$ cat config.mk
export PLATFORM = sky130hd
export DESIGN_NAME = dual_wdog
export DESIGN_NICKNAME = d
export VERILOG_FILES = /design/src/rtl/wdg_pkg.sv /design/src/rtl/wdg_key.sv /design/src/rtl/wdg_count.sv /design/src/rtl/wdg_pulse.sv /design/src/rtl/dual_wdog.sv
export SDC_FILE = /design/constraint.sdc
export NUM_CORES = 1
export LEC_CHECK = 0
export BUFFER_PORTS_ARGS = -buffer_cell sky130_fd_sc_hd__clkbuf_2
export CAP_MARGIN = 10
export CORE_MARGIN = 5
export CORE_UTILIZATION = 40
export DETAILED_ROUTE_END_ITERATION = 16
export PLACE_DENSITY = 0.62
export SLEW_MARGIN = 25
export SYNTH_ARGS = -nofsm -noshare
export SYNTH_HDL_FRONTEND = slang
export SYNTH_SLANG_ARGS = --single-unit
$ cat constraint.sdc
create_clock -name clk -period 4.7 [get_ports clk]
set_clock_uncertainty 0.2 [all_clocks]
set_input_delay 0.235 -clock clk [delete_from_list [all_inputs] [get_ports clk]]
set_output_delay 0.235 -clock clk [all_outputs]
set_load 0.01 [all_outputs]
$ cat src/rtl/wdg_pkg.sv
package wdg_pkg;

    typedef enum logic [1:0] {
        M_SOFT,
        M_HW_WAIT,
        M_HW_ARMED
    } wdg_mode_e;

    typedef enum logic {
        K_IDLE,
        K_GOT1E
    } wdg_key_e;

    typedef enum logic [1:0] {
        P_QUIET,
        P_ONE,
        P_TWO
    } wdg_pulse_e;

    localparam int CB_IDLE = 3;
    localparam int CB_PIN  = 4;
    localparam int CB_HW   = 5;
    localparam int CB_KICK = 6;
    localparam int CB_EN   = 7;

endpackage

$ cat src/rtl/wdg_key.sv
module wdg_key
    import wdg_pkg::*;
#(
    parameter logic [7:0] KEY_A = 8'h1E,
    parameter logic [7:0] KEY_B = 8'hE1
) (
    input  logic       clk,
    input  logic       rst_n,
    input  logic       act_i,
    input  logic       wr_i,
    input  logic [7:0] data_i,
    output logic       ok_o
);

    wdg_key_e st_q, st_d;

    always_comb begin
        st_d = st_q;
        if (!act_i) begin
            st_d = K_IDLE;
        end else if (wr_i) begin
            unique case (st_q)
                K_IDLE:  st_d = (data_i == KEY_A) ? K_GOT1E : K_IDLE;
                K_GOT1E: st_d = K_IDLE;
                default: st_d = K_IDLE;
            endcase
        end
    end

    always_ff @(posedge clk or negedge rst_n) begin
        if (!rst_n) st_q <= K_IDLE;
        else        st_q <= st_d;
    end

    always_comb begin
        ok_o = act_i && wr_i && (st_q == K_GOT1E) && (data_i == KEY_B);
    end

    // a completed key always leaves the machine waiting for a new first byte
    p_key_rearm_r6: assert property (@(posedge clk) disable iff (!rst_n)
        ok_o |=> (st_q == K_IDLE));

endmodule

$ cat src/rtl/wdg_count.sv
module wdg_count #(
    parameter int BASE_LOG = 14,
    localparam int CW = BASE_LOG + 8
) (
    input  logic       clk,
    input  logic       rst_n,
    input  logic       cnt_en_i,
    input  logic       clr_i,
    input  logic [2:0] ps_i,
    output logic       fire_o
);

    logic [CW-1:0] cnt_q;
    logic [CW-1:0] last_v;

    always_comb begin
        last_v = (CW'(1) << (BASE_LOG + int'(ps_i))) - CW'(1);
        fire_o = cnt_en_i && !clr_i && (cnt_q >= last_v);
    end

    always_ff @(posedge clk or negedge rst_n) begin
        if (!rst_n)        cnt_q <= '0;
        else if (clr_i)    cnt_q <= '0;
        else if (fire_o)   cnt_q <= '0;
        else if (cnt_en_i) cnt_q <= cnt_q + CW'(1);
    end

    // a restart leaves the counter at zero
    p_clear_zero_r4: assert property (@(posedge clk) disable iff (!rst_n)
        clr_i |=> (cnt_q == '0));

    // without a counted tick the value is frozen
    p_hold_r9: assert property (@(posedge clk) disable iff (!rst_n)
        (!cnt_en_i && !clr_i) |=> $stable(cnt_q));

endmodule

$ cat src/rtl/wdg_pulse.sv
module wdg_pulse
    import wdg_pkg::*;
(
    input  logic clk,
    input  logic rst_n,
    input  logic fire_i,
    output logic req_o
);

    wdg_pulse_e st_q, st_d;

    always_comb begin
        st_d = st_q;
        unique case (st_q)
            P_QUIET: st_d = fire_i ? P_ONE : P_QUIET;
            P_ONE:   st_d = P_TWO;
            P_TWO:   st_d = fire_i ? P_ONE : P_QUIET;
            default: st_d = P_QUIET;
        endcase
    end

    always_ff @(posedge clk or negedge rst_n) begin
        if (!rst_n) st_q <= P_QUIET;
        else        st_q <= st_d;
    end

    always_comb begin
        req_o = (st_q != P_QUIET);
    end

    // a request that starts lasts for a second clock
    p_width_min_r2: assert property (@(posedge clk) disable iff (!rst_n)
        $rose(req_o) |=> req_o);

    // a request never exceeds two clocks without a new timeout
    p_width_max_r2: assert property (@(posedge clk) disable iff (!rst_n)
        (req_o && $past(req_o) && !fire_i) |=> !req_o);

endmodule

$ cat src/rtl/dual_wdog.sv
module dual_wdog
    import wdg_pkg::*;
#(
    parameter int         BASE_LOG = 14,
    parameter logic [7:0] KEY_A    = 8'h1E,
    parameter logic [7:0] KEY_B    = 8'hE1
) (
    input  logic       clk,
    input  logic       rst_n,
    input  logic       tick_i,
    input  logic       idle_i,
    input  logic       pdown_i,
    input  logic       wr_en_i,
    input  logic       wr_sel_i,
    input  logic [7:0] wr_data_i,
    input  logic       rd_sel_i,
    output logic [7:0] rd_data_o,
    output logic       rst_req_o,
    output logic       drive_pin_o
);

    wdg_mode_e  mode_q, mode_d;
    logic [2:0] ps_q;
    logic       idle_hold_q, pin_off_q, en_q, kick_q;
    logic       ctrl_wr, key_wr, key_ok, hw_sel;
    logic       running, cnt_en, clr, fire;

    always_comb begin
        ctrl_wr = wr_en_i && !wr_sel_i;
        key_wr  = wr_en_i && wr_sel_i;
        hw_sel  = (mode_q != M_SOFT);
    end

    always_comb begin
        mode_d = mode_q;
        unique case (mode_q)
            M_SOFT:     if (ctrl_wr && wr_data_i[CB_HW]) mode_d = M_HW_WAIT;
            M_HW_WAIT: begin
                if (key_ok)                            mode_d = M_HW_ARMED;
                else if (ctrl_wr && !wr_data_i[CB_HW]) mode_d = M_SOFT;
            end
            M_HW_ARMED: mode_d = M_HW_ARMED;
            default:    mode_d = M_SOFT;
        endcase
    end

    always_ff @(posedge clk or negedge rst_n) begin
        if (!rst_n) mode_q <= M_SOFT;
        else        mode_q <= mode_d;
    end

    always_ff @(posedge clk or negedge rst_n) begin
        if (!rst_n) begin
            ps_q        <= '0;
            idle_hold_q <= 1'b0;
            pin_off_q   <= 1'b0;
            en_q        <= 1'b0;
            kick_q      <= 1'b0;
        end else begin
            if (ctrl_wr) begin
                ps_q        <= wr_data_i[2:0];
                idle_hold_q <= wr_data_i[CB_IDLE];
                pin_off_q   <= wr_data_i[CB_PIN];
                if (mode_q == M_SOFT) en_q <= wr_data_i[CB_EN];
            end
            if (ctrl_wr && wr_data_i[CB_KICK])
                kick_q <= 1'b1;
            else if (mode_q == M_SOFT && tick_i && kick_q)
                kick_q <= 1'b0;
        end
    end

    always_comb begin
        running     = (mode_q == M_SOFT) ? en_q : (mode_q == M_HW_ARMED);
        cnt_en      = running && tick_i && !pdown_i && !(idle_i && idle_hold_q);
        clr         = key_ok || ((mode_q == M_SOFT) && kick_q);
        rd_data_o   = rd_sel_i ? 8'h00
                               : {running, kick_q, hw_sel, pin_off_q, idle_hold_q, ps_q};
        drive_pin_o = rst_req_o && !pin_off_q;
    end

    wdg_key #(.KEY_A(KEY_A), .KEY_B(KEY_B)) key_i (
        .clk    (clk),
        .rst_n  (rst_n),
        .act_i  (hw_sel),
        .wr_i   (key_wr),
        .data_i (wr_data_i),
        .ok_o   (key_ok)
    );

    wdg_count #(.BASE_LOG(BASE_LOG)) count_i (
        .clk      (clk),
        .rst_n    (rst_n),
        .cnt_en_i (cnt_en),
        .clr_i    (clr),
        .ps_i     (ps_q),
        .fire_o   (fire)
    );

    wdg_pulse pulse_i (
        .clk   (clk),
        .rst_n (rst_n),
        .fire_i(fire),
        .req_o (rst_req_o)
    );

    // once armed, only reset leaves hardware mode
    p_armed_stays_r5: assert property (@(posedge clk) disable iff (!rst_n)
        (mode_q == M_HW_ARMED) |=> (mode_q == M_HW_ARMED));

    // the pin flag never appears without a request
    p_pin_needs_req_r10: assert property (@(posedge clk) disable iff (!rst_n)
        drive_pin_o |-> rst_req_o);

    // software mode never reaches the armed state directly
    p_soft_no_arm_r6: assert property (@(posedge clk) disable iff (!rst_n)
        (mode_q == M_SOFT) |=> (mode_q != M_HW_ARMED));

endmodule

==> flow_metrics.tcl <==
set metrics [dict create \
    status "complete, no violations" \
    synth_top_area_share 0.3464 \
    yosysWarnings 0 \
    min_period_over_period 0.7878 \
    tns_ns 0 \
    required_ns 4.68 \
    endpoint_kind "register" \
    switchingPower_mw 0.2102 \
    portBuffers 25 \
    max-clock-path-buffers 2 \
    p_int_mw 0.5159 \
    drt_iter0_drc 108 \
    routabilityCongestion 0.8095 \
    slew_headroom 0.4266 \
    rsz0062_at_grt "no" \
    ys_top_cells_by_count "dfrtp_1, a31oi_1, nand2_1, nand3_1, ha_1" \
    syn-cell-area_um2 2456 \
    dr.pass1.iters 4 \
    synth.mux.area_fraction 0.03057 \
    synth_top_family_by_area "simple AND/OR/NAND/NOR gates" \
    powerDensity_nw_per_um2 259.8 \
    synthCells 275 \
    worstSetupPathType "reg2reg" \
    worst_slew_pin_slew_ns 0.8600 \
    crit_path_start "ps_q[1]" \
    p_clk_frac 0.349 \
    synth_compound_area_frac 0.1722 \
    root_buffer "clkbuf_8" \
    grt_pass1_vias 1972 \
    critPathMaxFanout 13 \
    synth.area.top_cells "dfrtp_1, ha_1, a31oi_1, nand3_1, nand2_1" \
    dp_hpwl_mm 4.162 \
    grt_usage 0.1545 \
    yosys.area.top_type "dfrtp_1" \
    hold_viol 0 \
    cp_data_arrival_time_ns 3.69 \
    ant_nets 0 \
    nNetsFinal 343 \
    yosysUniqueCellTypes 49 \
    clk_latency_ns 0.28 \
    cts_tree "done" \
    dp.cells 370 \
    p_sw_frac 0.2895 \
    antenna_cells 0 \
    final_core_utilization 0.4693 \
    worstReg2RegStart "ps_q[1]" \
    start_util 0.4124 \
    final.min_clock_period_ns 3.703 \
    finalWirelength_mm 5.685 \
    synthAdderAreaFrac 0.1070 \
    clk_pin_slew_ns 0.07 \
    synth_top_flop_cell "dfrtp_1" \
    min_from "wr_data_i[6]" \
    pwr-share-comb 0.202 \
    grt_pass1_wl_mm 9.473 \
    ioPinCount 26 \
    hold_path_class "in2reg" \
    core_um2 5956 \
    irDropWorstVdd_v 0.0001361 \
    wl_per_cell_um 14.88 \
    grt_antenna_before_repair 0 \
    fmax_ghz 0.2701 \
    dieArea_um2 7807 \
    overflow 0 \
    vias 2206 \
    grt_max_degree 35 \
    synth.most_common_cell "dfrtp_1" \
    synth-simple-area-share 0.2873 \
    syn_area_per_cell_um2 8.931 \
    synth_edf_count 0 \
    cts.sinks 34 \
    numCtsBuffers 5 \
    htreeDepth 2 \
    synth_xor_area_frac 0.01070 \
    die_y_um 88.36 \
    ys_ff_latch 34 \
    setup_viol_count_final 0 \
    num_rows 28 \
    drive_gt1_frac 0.1531 \
    synthArstFlopShare 1.000 \
    p_leak_nw 1.233 \
    die_w_um 88.36 \
    finalNonFillerCells 382 \
    routed_via_density 5.775 \
    timing.hold.ws_ns 0.02042 \
    maxSlewViolCount 0 \
    start_kind "register" \
    power_frac_seq 0.449 \
    seq_area_frac_synth 0.3464 \
    area.growth.synth_to_final_pct 13.81 \
    cts_resized 0 \
    drv_cap 0 \
    remaining_drc_errors 0 \
]
## metal layers
| metal | vias to the layer above | wire length, um | GRT usage |
|---|---|---|---|
| met5 | - | 0 | 0 |
| met4 | 0 | 78 | 0.04670 |
| met3 | 6 | 196 | 0.03073 |
| met2 | 40 | 2609 | 0.2373 |
| met1 | 1061 | 2802 | 0.2200 |
| li1 | 1099 | - | - |
## state kept, by name (all words and copies together), names as in the netlist
name,cells
ps_q,3
kick_q,1
en_q,1
pulse_i.st_q,2
count_i.cnt_q,22
mode_q,2
key_i.st_q,1
idle_hold_q,1
pin_off_q,1
## what timing repair did
action,in CTS,in global routing
hold buffers,4,0
buffers inserted,0,0
endpoints found under the setup margin,0,0
endpoints found under the hold margin,37,0
## kinds of logic after synthesis
kind of cell,after synthesis
AOI/OAI and AO/OA,59
DFF,34
buffers and inverters,21
adders and majority gates,21
xor gates and xnor gates,3
and+or+nand+nor,129
other,1
muxes,7
## per-stage QoR
step / cell area [um2] / total power [mW] / worst slack [ns]
detailed placement: 2645 / 0.4770 / 1.018
CTS: 2795 / 0.7386 / 1.004
global route: 2795 / 0.7708 / 0.5718
floorplan: 2464 / 0.4280 / 1.568
finish: 2795 / 0.7262 / 0.9972
global placement: 2645 / 0.4735 / 1.117
## critical path: stages, from the launching register on
cell and delay, ns:
dfrtp_1 0.52, inv_1 0.14, ha_1 0.41, nor3b_1 0.27, xnor2_1 0.15, nand2b_1 0.08
ha_1 0.27, nand4_1 0.13, nor4_1 0.07, a221oi_1 0.34, and3b_1 0.38, buf_4 0.25
nand2_1 0.12, o311ai_1 0.27
## placed cells by master (no fill, tap or decap), types with 4 or more instances in the layout
master / n
a21oi_1: 6
a31oi_1: 26
and2_1: 4
and3_1: 9
buf_4: 5
clkbuf_2: 25
clkbuf_8: 8
dfrtp_1: 34
dlygate4sd3_1: 4
ha_1: 21
inv_1: 9
mux2_2: 4
nand2_1: 26
nand2b_1: 4
nand3_1: 26
nand4_1: 11
nor2_1: 14
nor2b_1: 10
nor3_1: 8
o21ai_0: 4
## final cells by class
type                    count  area, um2
multi-input cells         222       1504
repair buffers             34      202.7
inverters                   9      33.78
fillers                   599       3161
flip-flops and latches     34      850.8
clock buffers               8      110.1
well taps                  75      93.84
## final timing paths
check,cells past startpoint,endpoint,slack (ns)
min in group asynchronous,2,count_i.cnt_q[3],0.39
max reg2reg,13,count_i.cnt_q[13],1.0
max,13,count_i.cnt_q[13],1.0
min,2,kick_q,0.02
min reg2reg,1,pulse_i.st_q[1],0.22
max in group asynchronous,2,key_i.st_q,3.37
## power groups by stage
stage,combinational [mW],sequential (mW),clock [mW]
2_1_floorplan,0.103,0.325,0
3_3_place_gp,0.142,0.332,0
3_5_place_dp,0.145,0.332,0
4_1_cts,0.148,0.326,0.264
5_1_grt,0.166,0.329,0.275
6_report,0.147,0.326,0.253
No activity file was read; power rests on OpenSTA's default activity.
